--- src/rtl/afc_pkg.sv ---
package afc_pkg;

  typedef enum logic [1:0] {
    SZ_BYTE = 2'b00,
    SZ_HALF = 2'b01,
    SZ_WORD = 2'b10,
    SZ_WRD2 = 2'b11
  } acc_size_e;

  typedef enum logic [2:0] {
    FT_NONE     = 3'b000,
    FT_ALIGN    = 3'b001,
    FT_XLAT_SEC = 3'b010,
    FT_XLAT_PG  = 3'b011,
    FT_DOM_SEC  = 3'b100,
    FT_DOM_PG   = 3'b101
  } fault_e;

  typedef enum logic {
    ST_IDLE = 1'b0,
    ST_WAIT = 1'b1
  } chk_state_e;

endpackage

--- src/rtl/afc_align.sv ---
module afc_align
  import afc_pkg::*;
(
  input  logic [1:0] addr_lo,
  input  logic [1:0] size,
  input  logic       ifetch,
  input  logic       en,
  output logic       misal
);

  acc_size_e sz;
  logic      word_bad;
  logic      half_bad;

  assign sz       = acc_size_e'(size);
  assign word_bad = (sz == SZ_WORD || sz == SZ_WRD2) && (addr_lo != 2'b00);
  assign half_bad = (sz == SZ_HALF) && addr_lo[0];
  assign misal    = en && !ifetch && (word_bad || half_bad);

endmodule

--- src/rtl/afc_domain.sv ---
module afc_domain #(
  parameter int NUM_DOM = 16,
  parameter int CODE_W  = 2,
  localparam int IDX_W  = $clog2(NUM_DOM),
  localparam int DACR_W = NUM_DOM * CODE_W
) (
  input  logic [DACR_W-1:0] dacr,
  input  logic [1:0]        desc_type,
  input  logic [IDX_W-1:0]  desc_dom,
  output logic              desc_invalid,
  output logic              dom_deny
);

  logic [CODE_W-1:0] entry [NUM_DOM];
  logic [CODE_W-1:0] sel_code;

  for (genvar g = 0; g < NUM_DOM; g++) begin : g_unpack
    assign entry[g] = dacr[g*CODE_W +: CODE_W];
  end

  assign sel_code     = entry[desc_dom];
  assign desc_invalid = (desc_type == 2'b00);
  // codes 00 (no access) and 10 (reserved) both deny: low bit clear
  assign dom_deny     = !sel_code[0];

endmodule

--- src/rtl/afc_ctrl.sv ---
module afc_ctrl
  import afc_pkg::*;
#(
  parameter int ADDR_W = 32
) (
  input  logic              clk,
  input  logic              rst_n,
  input  logic              req_valid,
  input  logic [ADDR_W-1:0] req_addr,
  input  logic              req_page,
  input  logic              misal,
  input  logic              mmu_en,
  input  logic              l1d_valid,
  input  logic              desc_invalid,
  input  logic              dom_deny,
  output logic              req_ready,
  output logic              abort,
  output logic              proceed,
  output logic [2:0]        fault_code,
  output logic              fault_page,
  output logic [ADDR_W-1:0] fault_addr
);

  chk_state_e        state_q, state_d;
  logic [ADDR_W-1:0] pend_addr_q, pend_addr_d;
  logic              pend_page_q, pend_page_d;
  logic              pend_en;
  logic [ADDR_W-1:0] faddr_q, faddr_d;
  logic              faddr_en;
  logic              abort_q, abort_d;
  logic              proc_q, proc_d;
  fault_e            code_q, code_d;
  logic              fpage_q, fpage_d;

  always_comb begin
    state_d     = state_q;
    pend_addr_d = req_addr;
    pend_page_d = req_page;
    pend_en     = 1'b0;
    faddr_d     = req_addr;
    faddr_en    = 1'b0;
    abort_d     = 1'b0;
    proc_d      = 1'b0;
    code_d      = FT_NONE;
    fpage_d     = 1'b0;
    unique case (state_q)
      ST_IDLE: begin
        if (req_valid) begin
          if (misal) begin
            abort_d  = 1'b1;
            code_d   = FT_ALIGN;
            faddr_en = 1'b1;
          end else if (!mmu_en) begin
            proc_d = 1'b1;
          end else begin
            state_d = ST_WAIT;
            pend_en = 1'b1;
          end
        end
      end
      ST_WAIT: begin
        if (l1d_valid) begin
          state_d = ST_IDLE;
          faddr_d = pend_addr_q;
          if (desc_invalid) begin
            abort_d  = 1'b1;
            code_d   = pend_page_q ? FT_XLAT_PG : FT_XLAT_SEC;
            fpage_d  = pend_page_q;
            faddr_en = 1'b1;
          end else if (dom_deny) begin
            abort_d  = 1'b1;
            code_d   = pend_page_q ? FT_DOM_PG : FT_DOM_SEC;
            fpage_d  = pend_page_q;
            faddr_en = 1'b1;
          end else begin
            proc_d = 1'b1;
          end
        end
      end
      default: state_d = ST_IDLE;
    endcase
  end

  always_ff @(posedge clk or negedge rst_n) begin
    if (!rst_n) begin
      state_q <= ST_IDLE;
      abort_q <= 1'b0;
      proc_q  <= 1'b0;
      code_q  <= FT_NONE;
      fpage_q <= 1'b0;
    end else begin
      state_q <= state_d;
      abort_q <= abort_d;
      proc_q  <= proc_d;
      code_q  <= code_d;
      fpage_q <= fpage_d;
    end
  end

  always_ff @(posedge clk or negedge rst_n) begin
    if (!rst_n) begin
      pend_addr_q <= '0;
      pend_page_q <= 1'b0;
    end else if (pend_en) begin
      pend_addr_q <= pend_addr_d;
      pend_page_q <= pend_page_d;
    end
  end

  always_ff @(posedge clk or negedge rst_n) begin
    if (!rst_n) begin
      faddr_q <= '0;
    end else if (faddr_en) begin
      faddr_q <= faddr_d;
    end
  end

  assign req_ready  = (state_q == ST_IDLE);
  assign abort      = abort_q;
  assign proceed    = proc_q;
  assign fault_code = code_q;
  assign fault_page = fpage_q;
  assign fault_addr = faddr_q;

endmodule

--- src/rtl/acc_fault_check.sv ---
module acc_fault_check #(
  parameter int ADDR_W  = 32,
  parameter int DESC_W  = 32,
  parameter int NUM_DOM = 16,
  parameter int DOM_LSB = 5,
  localparam int IDX_W  = $clog2(NUM_DOM),
  localparam int DACR_W = 2 * NUM_DOM
) (
  input  logic              clk,
  input  logic              rst_n,
  input  logic              req_valid,
  input  logic [ADDR_W-1:0] req_addr,
  input  logic [1:0]        req_size,
  input  logic              req_ifetch,
  input  logic              req_page,
  output logic              req_ready,
  input  logic              align_en,
  input  logic              mmu_en,
  input  logic [DACR_W-1:0] dacr,
  input  logic              l1d_valid,
  input  logic [DESC_W-1:0] l1d_data,
  output logic              abort,
  output logic              proceed,
  output logic [2:0]        fault_code,
  output logic              fault_page,
  output logic [ADDR_W-1:0] fault_addr
);

  logic misal;
  logic desc_invalid;
  logic dom_deny;
  logic unused_desc_bits;

  assign unused_desc_bits = ^{l1d_data[DESC_W-1:DOM_LSB+IDX_W], l1d_data[DOM_LSB-1:2]};

  afc_align u_align (
    .addr_lo (req_addr[1:0]),
    .size    (req_size),
    .ifetch  (req_ifetch),
    .en      (align_en),
    .misal   (misal)
  );

  afc_domain #(.NUM_DOM(NUM_DOM), .CODE_W(2)) u_domain (
    .dacr         (dacr),
    .desc_type    (l1d_data[1:0]),
    .desc_dom     (l1d_data[DOM_LSB +: IDX_W]),
    .desc_invalid (desc_invalid),
    .dom_deny     (dom_deny)
  );

  afc_ctrl #(.ADDR_W(ADDR_W)) u_ctrl (
    .clk          (clk),
    .rst_n        (rst_n),
    .req_valid    (req_valid),
    .req_addr     (req_addr),
    .req_page     (req_page),
    .misal        (misal),
    .mmu_en       (mmu_en),
    .l1d_valid    (l1d_valid),
    .desc_invalid (desc_invalid),
    .dom_deny     (dom_deny),
    .req_ready    (req_ready),
    .abort        (abort),
    .proceed      (proceed),
    .fault_code   (fault_code),
    .fault_page   (fault_page),
    .fault_addr   (fault_addr)
  );

endmodule

--- config.mk ---
export PLATFORM = sky130hd
export DESIGN_NAME = acc_fault_check
export DESIGN_NICKNAME = d
export VERILOG_FILES = /design/src/rtl/afc_pkg.sv /design/src/rtl/afc_align.sv /design/src/rtl/afc_domain.sv /design/src/rtl/afc_ctrl.sv /design/src/rtl/acc_fault_check.sv
export SDC_FILE = /design/constraint.sdc
export NUM_CORES = 1
export LEC_CHECK = 0
export CORE_ASPECT_RATIO = 1.5
export CORE_MARGIN = 5
export CORE_UTILIZATION = 47
export DETAILED_ROUTE_END_ITERATION = 16
export PLACE_DENSITY = 0.77
export SETUP_SLACK_MARGIN = 0.02
export SYNTH_ARGS = -nofsm -noshare
export SYNTH_HDL_FRONTEND = slang
export SYNTH_SLANG_ARGS = --single-unit
--- constraint.sdc ---
create_clock -name clk -period 2.1 [get_ports clk]
set_input_delay 0.42 -clock clk [delete_from_list [all_inputs] [get_ports clk]]
set_output_delay 0.42 -clock clk [all_outputs]
set_load 0.01 [all_outputs]
# --- Word level (Yosys, flattened, before mapping) ---
# Cells that the tools add are included.
op_classes:
  magnitude_cmp: 1
  eq_ne: 3
  mux: 36
  bitwise_logic: 2
  reduce_logical: 9
ops:
  columns: ["op", "count"]
  rows:
  - ["$mux 32", 2]
  - ["$mux 1", 25]
  - ["$mux 3", 4]
  - ["$bmux 2 s4", 1]
  - ["$pmux 1 s2", 3]
  - ["$pmux 3 s2", 1]
  - ["$ge 5x5->1 const B", 1]
  - ["$not 4->5", 1]
  - ["$eq 2x2->1 const B", 2]
  - ["$logic_and 1x1->1", 4]
  - ["$eq 2x1->1 const B", 1]
  - ["$logic_not 2->1", 1]
  - ["$logic_or 1x1->1", 2]
  - ["$reduce_bool 2->1", 1]
  - ["$logic_not 1->1", 1]
  - ["$not 1->1", 1]
totals:
  reg_bits: 72
  in_bits: 106

# --- Longest topological paths before layout ---
# Gate-level depths: netlist of run 1.
depth:
  word_depth: 8
  mapped_depth: 7
  depth_no_buf: 4

# --- By module ---
# From an unflattened synthesis of run 1, not the netlist that was laid out.
hier_totals:
  hier_cells: 205
  area_unflattened_um2: 3251.9
modules_own_cells:
  columns: ["module", "n_inst", "cells_per_inst", "area_per_inst_um2"]
  rows:
  - ["afc_ctrl", 1, 193, 3088.0]
  - ["afc_domain", 1, 8, 140.1]
  - ["afc_align", 1, 4, 23.8]

# --- Worst setup path after synthesis of run 1 ---
# OpenSTA, ideal clock, no wires.
synth_path:
  path_kind: "in2reg"
  from: "input port l1d_data[5]"
  to: "register u_ctrl.faddr_q[21], in the netlist u_ctrl.fault_addr[21]"
  setup_ps: 132
  arrival_ps: 1636
  t_required_ps: 1968
  slack_ps: 332
  cell_stages: 5
  path_buffers: 1
  path_cell_list: "mux4_2 a22o_4 buf_6 nor3_2 o211ai_1"
synth_via:
  elab_chain_cells: 8
synth_rtl:
  columns: ["item", "line_no", "text"]
  rows:
  - ["start, declared", "acc_fault_check.sv:21", "input logic [DESC_W-1:0] l1d_data,"]
  - ["$not 4->5 (implied by the code)", "afc_domain.sv:21", "assign sel_code = entry[desc_dom];"]
  - ["$bmux 2 s4", "afc_domain.sv:21", null]
  - ["$mux 1 (implied by the code) (2 in a row)", "afc_domain.sv:21", null]
  - ["$mux 1", "afc_ctrl.sv:70", "end else if (dom_deny) begin"]
  - ["$mux 1", "afc_ctrl.sv:65", "if (desc_invalid) begin"]
  - ["$mux 1", "afc_ctrl.sv:62", "if (l1d_valid) begin"]
  - ["$pmux 1 s2", "afc_ctrl.sv:46", "unique case (state_q)"]
  - ["end signal, assigned", "afc_ctrl.sv:114", "faddr_q <= faddr_d;"]
  - ["end, declared", "afc_ctrl.sv:28", "logic [ADDR_W-1:0] faddr_q, faddr_d;"]
# No other way between the ends. The select of a mux whose other input is x is not followed.
# A chain may end at the register's enable or synchronous reset.

# --- Worst setup path in the final report of run 1 ---
layout_path:
  from: "register u_ctrl.state_q"
  to: "output port req_ready"
layout_via:
  elab_chain_cells: 1
layout_rtl:
  columns: ["item", "line_no", "text"]
  rows:
  - ["start, declared", "afc_ctrl.sv:24", "chk_state_e state_q, state_d;"]
  - ["start signal, assigned", "afc_ctrl.sv:92", "state_q <= state_d;"]
  - ["$not 1->1", null, null]
  - ["end, declared", "acc_fault_check.sv:16", "output logic req_ready,"]
# No other way between the ends.

==> results of run 1 <==
-- worst reg2reg max path: stages (launching register included) --
cell       delay [ps]
dfrtp_1           520
and4bb_2          380
o21a_2            220
buf_12            190
a2bb2oi_1         240
o211ai_1          100
-- logic make-up after synthesis --
logic type	count (synthesis)	synth area share
AND/OR/NAND/NOR	147	0.2000
AO/OA/AOI/OAI	141	0.2342
flip-flops	72	0.4039
buffers and inverters	47	0.05834
multiplexers	37	0.1035
-- cells in the mapped netlist (all sizes together) --
cell type	number
o211ai	32
a21o	32
o2bb2ai	1
and4bb	1
nand2	35
nor2b	4
o21ai	37
dfrtp	72
nand3	34
clkbuf	29
and3	32
inv	1
a22oi	2
buf	17
and2	2
mux4	4
nor2	5
o21a	2
a22o	2
a21oi	1
nor3	33
or2	1
a2bb2oi	32
mux2	33
-- flip-flops by register name, indices dropped and copies added, names as in the netlist --
register / cells
u_ctrl.abort: 1
u_ctrl.fault_addr: 32
u_ctrl.fault_code: 3
u_ctrl.fault_page: 1
u_ctrl.pend_addr_q: 32
u_ctrl.pend_page_q: 1
u_ctrl.proceed: 1
u_ctrl.state_q: 1
-- metrics by stage --
stage / cell area, sq um / setup slack (ps) / std cells
final: 6085 / 146.5 / 662
after global routing: 6085 / 29.62 / 662
after CTS: 6085 / 135.2 / 662
after detailed placement: 5808 / -482.3 / 646
after global placement: 5808 / -424.4 / 646
after floorplan: 4461 / 331.5 / 444
-- power groups by stage --
stage          registers (mW)  logic (mW)  clock network, mW
3_3_place_gp             1.93        1.65                  0
6_report                 1.95        1.71               1.41
4_1_cts                  1.94        1.73               1.43
3_5_place_dp             1.96        1.71                  0
2_1_floorplan            1.96       0.899                  0
5_1_grt                  1.98        1.85               1.49
-- area by class of cell --
class | instances | area share
timing repair buffer | 137 | 0.2396
multi-input combinational | 325 | 0.3967
sequential | 72 | 0.2961
inverter | 1 | 0.0006169
clock buffer | 15 | 0.04401
tap | 112 | 0.02303
-- path summary, 6_finish.rpt --
path / startpoint / to
max: u_ctrl.state_q$_DFF_PN0_ / req_ready
min: u_ctrl.pend_addr_q[14]$_DFFE_PN0P_ / u_ctrl.pend_addr_q[14]$_DFFE_PN0P_
max reg2reg: u_ctrl.state_q$_DFF_PN0_ / u_ctrl.fault_addr[31]$_DFFE_PN0P_
min reg2reg: u_ctrl.pend_addr_q[14]$_DFFE_PN0P_ / u_ctrl.pend_addr_q[14]$_DFFE_PN0P_
max in group asynchronous: rst_n / u_ctrl.fault_addr[18]$_DFFE_PN0P_
min in group asynchronous: rst_n / u_ctrl.proceed$_DFF_PN0_
-- timing repair --
action,CTS,global route
hold buffers,1,0
gates resized for setup,1,0
setup endpoints to repair,35,0
endpoints found under the hold margin,23,0
-- layer usage --
metal	vias up	GRT usage
li1	1861	-
met4	0	0.1341
met1	2101	0.2838
met3	41	0.05280
met2	162	0.4047
met5	-	0
==> out/metrics.yaml, run 1 <==
whs_ps: 499.4
drive_gt1_frac: 0.2255
utilization: 0.6575
wl_met3_um: 743
worst_pin_slew_ps: 405.9
slew_headroom: 0.7265
highest_layer: "met4"
dieArea_sq_um: 11580
critical-path-max-stage-delay_ps: 550
cts_root_buffer: "clkbuf_16"
ys_types: 30
critPathLaunchType: "flip-flop"
n_fill_cell: 775
cts_made_buffers: 9
drt_first_pass_iters: 4
fin_crit_sh: 0.9302
place_congestion: 0.8145
power_mw: 5.072
status: "finished, final reports clean"
crit_chain: "inv_1 > clkdlybuf4s50_1"
num_vias: 4165
io_pins: 145
die_w_um: 89.54
p_seq_frac: 0.384
min_path_type: "flip-flop to flip-flop"
final_cell_mix: "clkdlybuf4s50_1 (100), dfrtp_1 (72), o21ai_0 (36)"
yosysSeqAreaShare: 0.4039
post_cts.repair.setup_buffers: 0
h-tree-depth: 3
crit_family: "buffers and inverters"
sw_frac_of_total: 0.3002
grt-ovfl-total: 0
path_clk_slew_ps: 50
irDropWorstVdd_v: 0.0006379
drt_iter0_markers: 325
path_depth: 2
avgSynthCellArea_sq_um: 10.05
hold_violations: 0
power.switching_mw: 1.522
worstSetupPathType: "flip-flop to primary output"
slowest_stage: "clkdlybuf4s50_1"
tns_ps: 0
yosys_warnings: 0
cp.buffers_inverters: 2
slew_viol_final: 0
rsz0062_at_grt: "false"
postRouteAntennaNets: 0
multiInputGateArea_sq_um: 2414
finalCriticalPeriod_ps: 1953
power.share.clock: 0.278
p_int_mw: 3.549
wl_met1_um: 5183
via_per_inst: 6.292
synth_area_leaders: "dfrtp_1 (40%), mux2_2 (8.3%), nor3_2 (6.7%)"
syn_inst: 444
arrival_ps: 1530
p_leak_nw: 2.811
yosys.area.top_type: "dfrtp_1"
crit_fanout: 10
grt_pass1_wl_um: 21640
yosys.area.top_type_share: 0.4039
crit_required_ps: 1680
io_buffer_count: 102
met2WireLength_um: 7073
start_util: 0.4820
reg2reg_slack_ps: 330
wirelength_um: 13490
seq_area_sq_um: 1802
end_kind: "primary output"
maxCapViolations: 0
nNetsFinal: 652
diodes: 0
rows: 43
hpwlAfterDp_um: 9267
clkLatencyLatePin_ps: 340
finalSetupViolations: 0
final_common_cell: "clkdlybuf4s50_1"
fin_skew_ps: 5.076
grt_use_total: 0.2428
core_area_sq_um: 9254
antenna_found_initial: 0
ff2ff_path_depth: 5
synthesis.nets: 550
areaGrowthSynthToFinish_pct: 36.41
p_per_area_nw_per_um2: 833.5
hold_depth: 1
drc_errors: 0
max_freq_ghz: 0.5119
clockBufferDepth: 2
grt_max_degree: 50
ys_seq_elements: 72
pwr-share-comb: 0.338
detail_route.wl_per_cell_um: 20.38
numClockSinks: 72
grt_pass1_vias: 4467
cts_tree: "yes"
die_h_um: 129.3
netlist_area_sq_um: 4461
No activity file was read; power rests on OpenSTA's default activity.
==> run 2, diff against run 1 <==
- CELL_PAD_IN_SITES_DETAIL_PLACEMENT: not set -> 1
- CELL_PAD_IN_SITES_GLOBAL_PLACEMENT: not set -> 2
- CORE_UTILIZATION: 47 -> 28
- TNS_END_PERCENT: not set -> 10
==> run 2 against run 1 <==
  * Non-clock buffer count fell by 2
  * Final area grew 1.8%
  * Cell count rose by 13%
  * Flip-flop and latch count unchanged
  * Total power increased by 2.6%
  * Core utilization is 26 points lower
  * Die area is 61% higher
  * Global-route usage is 7.3 points lower
  * Maximum frequency down 2.9%
  * Critical endpoint is now u_ctrl.fault_addr[31]$_DFFE_PN0P_
==> out/metrics.yaml, run 2 (synthesis gave the netlist of run 1 again) <==
die_w_um: 113.1
arrival_ps: 2220
whs_ps: 13.83
reg2reg_slack_ps: 430
antenna_found_initial: 0
grt_max_degree: 46
numClockSinks: 72
diodes: 0
multiInputGateArea_sq_um: 2421
postRouteAntennaNets: 0
p_leak_nw: 2.795
cts_tree: "yes"
nNetsFinal: 650
crit_required_ps: 2310
core_area_sq_um: 15630
final_area_sq_um: 6196
num_vias: 4034
max_freq_ghz: 0.4968
n_fill_cell: 1711
rows: 56
path_clk_slew_ps: 60
cts_made_buffers: 9
drive_gt1_frac: 0.2299
areaGrowthSynthToFinish_pct: 38.91
drt_iter0_markers: 188
min_path_type: "input port to asynchronous set/reset pin"
grt-ovfl-total: 0
slew_viol_final: 0
critPathLaunchType: "input port"
detail_route.wl_per_cell_um: 20.73
dieArea_sq_um: 18610
io_pins: 145
place_area_sq_um: 5909
slew_headroom: 0.7243
h-tree-depth: 3
seq_area_sq_um: 1802
die_h_um: 164.6
finalCriticalPeriod_ps: 2013
maxCapViolations: 0
hpwlAfterDp_um: 10900
final_cell_mix: "clkdlybuf4s50_1 (100), dfrtp_1 (72), o21ai_0 (36)"
drc_errors: 0
post_cts.repair.setup_buffers: 0
worst_pin_slew_ps: 413.5
place_congestion: 0.7472
end_kind: "flip-flop"
fin_skew_ps: 5.664
fin_crit_sh: 0.9585
status: "finished, final reports clean"
hold_violations: 0
drt_first_pass_iters: 4
clkLatencyLatePin_ps: 340
worstSetupPathType: "input port to flip-flop"
cts_root_buffer: "clkbuf_16"
grt_use_total: 0.1698
via_per_inst: 5.372
crit_fanout: 18
grt_pass1_vias: 4552
clockBufferDepth: 2
grt_pass1_wl_um: 24690
p_per_area_nw_per_um2: 840.0
rsz0062_at_grt: "false"
wirelength_um: 15570
final_common_cell: "clkdlybuf4s50_1"
irDropWorstVdd_v: 0.0003362
start_util: 0.2855
io_buffer_count: 102
finalSetupViolations: 0
run 2: path summary, 6_finish.rpt:
kind                                                    from                                 end  cells after the start
max                                              l1d_data[5]   u_ctrl.fault_addr[31]$_DFFE_PN0P_                      6
min                                                    rst_n  u_ctrl.pend_addr_q[26]$_DFFE_PN0P_                      1
max reg2reg                         u_ctrl.state_q$_DFF_PN0_   u_ctrl.pend_addr_q[9]$_DFFE_PN0P_                      5
min reg2reg                u_ctrl.pend_addr_q[9]$_DFFE_PN0P_   u_ctrl.pend_addr_q[9]$_DFFE_PN0P_                      1
max in group asynchronous                              rst_n    u_ctrl.fault_addr[9]$_DFFE_PN0P_                      2
min in group clk           u_ctrl.pend_addr_q[9]$_DFFE_PN0P_   u_ctrl.pend_addr_q[9]$_DFFE_PN0P_                      1
run 2: metal layers:
metal,track usage,share of wire,up-vias
met5,0,0,-
met4,0.06342,0.025,0
met3,0.03959,0.037,29
met2,0.3031,0.54,92
met1,0.1965,0.40,2055
li1,-,-,1858
run 2: what timing repair did:
item	4_1_cts	5_1_grt
resized for setup	1	0
endpoints found under the setup margin	36	0
hold buffers	0	0
hold endpoints to repair	0	0
run 2: power breakdown:
group	total, mW	internal, mW	switching (mW)
Clock	1.52	0.913	0.607
Sequential	1.95	1.71	0.238
Combinational	1.74	0.972	0.763
run 2: final cells by class:
class	instances	share of cell area
Clock buffer	10	0.03695
Inverter	1	0.0006058
Clock inverter	5	0.009491
Tap cell	203	0.04099
Timing Repair Buffer	135	0.2304
Sequential cell	72	0.2908
Multi-Input combinational cell	325	0.3908
run 2: stage by stage:
stage          worst slack (ps)  power, mW  cells  setup TNS (ps)    util
6_report                  87.23      5.205    751               0  0.3965
3_5_place_dp             -524.7      3.728    736          -21840  0.3782
3_3_place_gp             -433.3      3.643    736          -19810  0.3782
2_1_floorplan             331.5      2.864    444               0       -
4_1_cts                   76.70      5.277    751               0  0.3965
5_1_grt                   21.32      5.511    751               0  0.3965
run 2: critical path: stages:
cell,delay (ps)
dlygate4sd2_1,360
mux4_2,600
a22o_2,310
buf_12,170
nor3_1,220
o211ai_1,130
==> run 3, diff against run 2 <==
- CORE_UTILIZATION: 28 -> 29
- CTS_BUF_LIST: not set -> sky130_fd_sc_hd__clkbuf_8
- PLACE_DENSITY: 0.77 -> 0.79
==> run 3 against run 2 <==
  * Total power down 3.2%
  * Critical path type is now flip-flop to primary output
  * Count of clock-buffer cells in the layout fell by 1
  * Cell count rose by 0.13%
  * Worst setup slack improved by 39 ps
  * Non-clock buffer count grew 4
  * Critical endpoint is now req_ready
==> out/metrics.yaml, run 3 (synthesis gave the netlist of run 1 again) <==
status: "finished, final reports clean"
drive_gt1_frac: 0.2369
min_from: "u_ctrl.pend_addr_q[5]$_DFFE_PN0P_"
n_fill_cell: 1706
grt_pass1_vias: 4547
utilization: 0.4093
nNetsFinal: 654
wirelength_um: 15550
slew_headroom: 0.7345
worstSetupPathType: "flip-flop to primary output"
drc_errors: 0
cts_made_buffers: 9
numClockSinks: 72
slew_viol_final: 0
rsz0062_at_grt: "false"
io_pins: 145
finalSetupViolations: 0
hpwlAfterDp_um: 11040
drt_iter0_markers: 124
postRouteAntennaNets: 0
timing.rr.start: "u_ctrl.state_q$_DFF_PN0_"
rows: 55
die_w_um: 111.3
cts_tree: "yes"
tns_ps: 0
die_h_um: 161.9
min_path_type: "flip-flop to flip-flop"
dieArea_sq_um: 18010
cts_root_buffer: "clkbuf_8"
antenna_found_initial: 0
clockBufferDepth: 2
crit_required_ps: 1680
end_kind: "primary output"
place_congestion: 0.7925
dp_slack_ps: -503.7
grt_pass1_wl_um: 25190
p_per_area_nw_per_um2: 813.1
via_per_inst: 5.375
worst_pin_slew_ps: 398.3
finalCriticalPeriod_ps: 1973
num_vias: 4042
grt_use_total: 0.1745
hold_violations: 0
grt_max_degree: 48
critPathLaunch: "u_ctrl.state_q$_DFF_PN0_"
maxCapViolations: 0
start_util: 0.2946
clkLatencyLatePin_ps: 360
h-tree-depth: 3
diodes: 0
path_clk_slew_ps: 80
crit_fanout: 10
post_cts.repair.setup_buffers: 0
core_area_sq_um: 15140
fin_crit_sh: 0.9397
final_cell_mix: "clkdlybuf4s50_1 (100), dfrtp_1 (71), o21ai_0 (36)"
max_freq_ghz: 0.5067
fin_skew_ps: 13.98
arrival_ps: 1550
place_area_sq_um: 5952
final_area_sq_um: 6197
final_common_cell: "clkdlybuf4s50_1"
setup_ws_ps: 126.6
detail_route.wl_per_cell_um: 20.68
areaGrowthSynthToFinish_pct: 38.93
grt-ovfl-total: 0
critPathLaunchType: "flip-flop"
p_leak_nw: 2.813
io_buffer_count: 102
irDropWorstVdd_v: 0.0003722
drt_first_pass_iters: 4
==> run 3: cell types whose count changed in the layout (fill, tap and decap cells not counted), sizes merged <==
| cell | before | now |
|---|---|---|
| clkinvlp | 2 | 1 |
| inv | 1 | 2 |
| bufinv | 1 | 3 |
| dlygate4sd3 | 0 | 1 |
| buf | 34 | 37 |
| clkbuf | 10 | 9 |
==> run 3: final timing paths <==
| check | end | slack, ps | cells after the start |
|---|---|---|---|
| setup / recovery | req_ready | 130 | 2 |
| hold reg to reg | u_ctrl.pend_addr_q[5]$_DFFE_PN0P_ | 500 | 1 |
| setup reg to reg | u_ctrl.fault_addr[15]$_DFFE_PN0P_ | 400 | 5 |
| hold / removal | u_ctrl.pend_addr_q[5]$_DFFE_PN0P_ | 500 | 1 |
| min in group asynchronous | u_ctrl.fault_addr[7]$_DFFE_PN0P_ | 520 | 2 |
| max in group asynchronous | u_ctrl.pend_page_q$_DFFE_PN0P_ | 960 | 3 |
==> run 3: final cells by class <==
cell class,count,area (sq um),share of cell area
multi-input cells,325,2421,0.3907
flip-flops and latches,72,1803,0.2909
clock inverters,7,111.4,0.01797
clock buffers,9,123.9,0.01999
well taps,199,249.0,0.04018
repair buffers,139,1485,0.2397
inverters,1,3.754,0.0006057
==> run 3: through the flow <==
stage          hold WS, ps  std cells  power, mW
3_3_place_gp         375.8        735      3.668
3_5_place_dp         373.4        735      3.745
4_1_cts              506.0        752      5.114
5_1_grt              524.6        752      5.336
6_report             503.3        752      5.039
2_1_floorplan        124.4        444      2.864
==> run 3: worst max-delay path, stage by stage (launching register included) <==
cell and delay, ps:
dfrtp_2 480, inv_1 150, clkdlybuf4s50_1 560
==> run 3: per-layer routing <==
| metal | part of all wire | wire length (um) | track usage |
|---|---|---|---|
| met1 | 0.39 | 6108 | 0.1975 |
| met2 | 0.55 | 8490 | 0.3177 |
| met3 | 0.036 | 558 | 0.03653 |
| met4 | 0.025 | 392 | 0.07084 |
| met5 | 0 | 0 | 0 |
==> run 3: where the power goes <==
| part | total [mW] | switching (mW) | internal (mW) |
|---|---|---|---|
| Combinational | 1.75 | 0.763 | 0.989 |
| Sequential | 1.95 | 0.238 | 1.71 |
| Clock | 1.34 | 0.560 | 0.781 |
==> run 3: what timing repair did <==
action,4_1_cts,5_1_grt
setup endpoints to repair,32,1
resized for setup,1,1
hold buffers,1,0
endpoints found under the hold margin,25,0
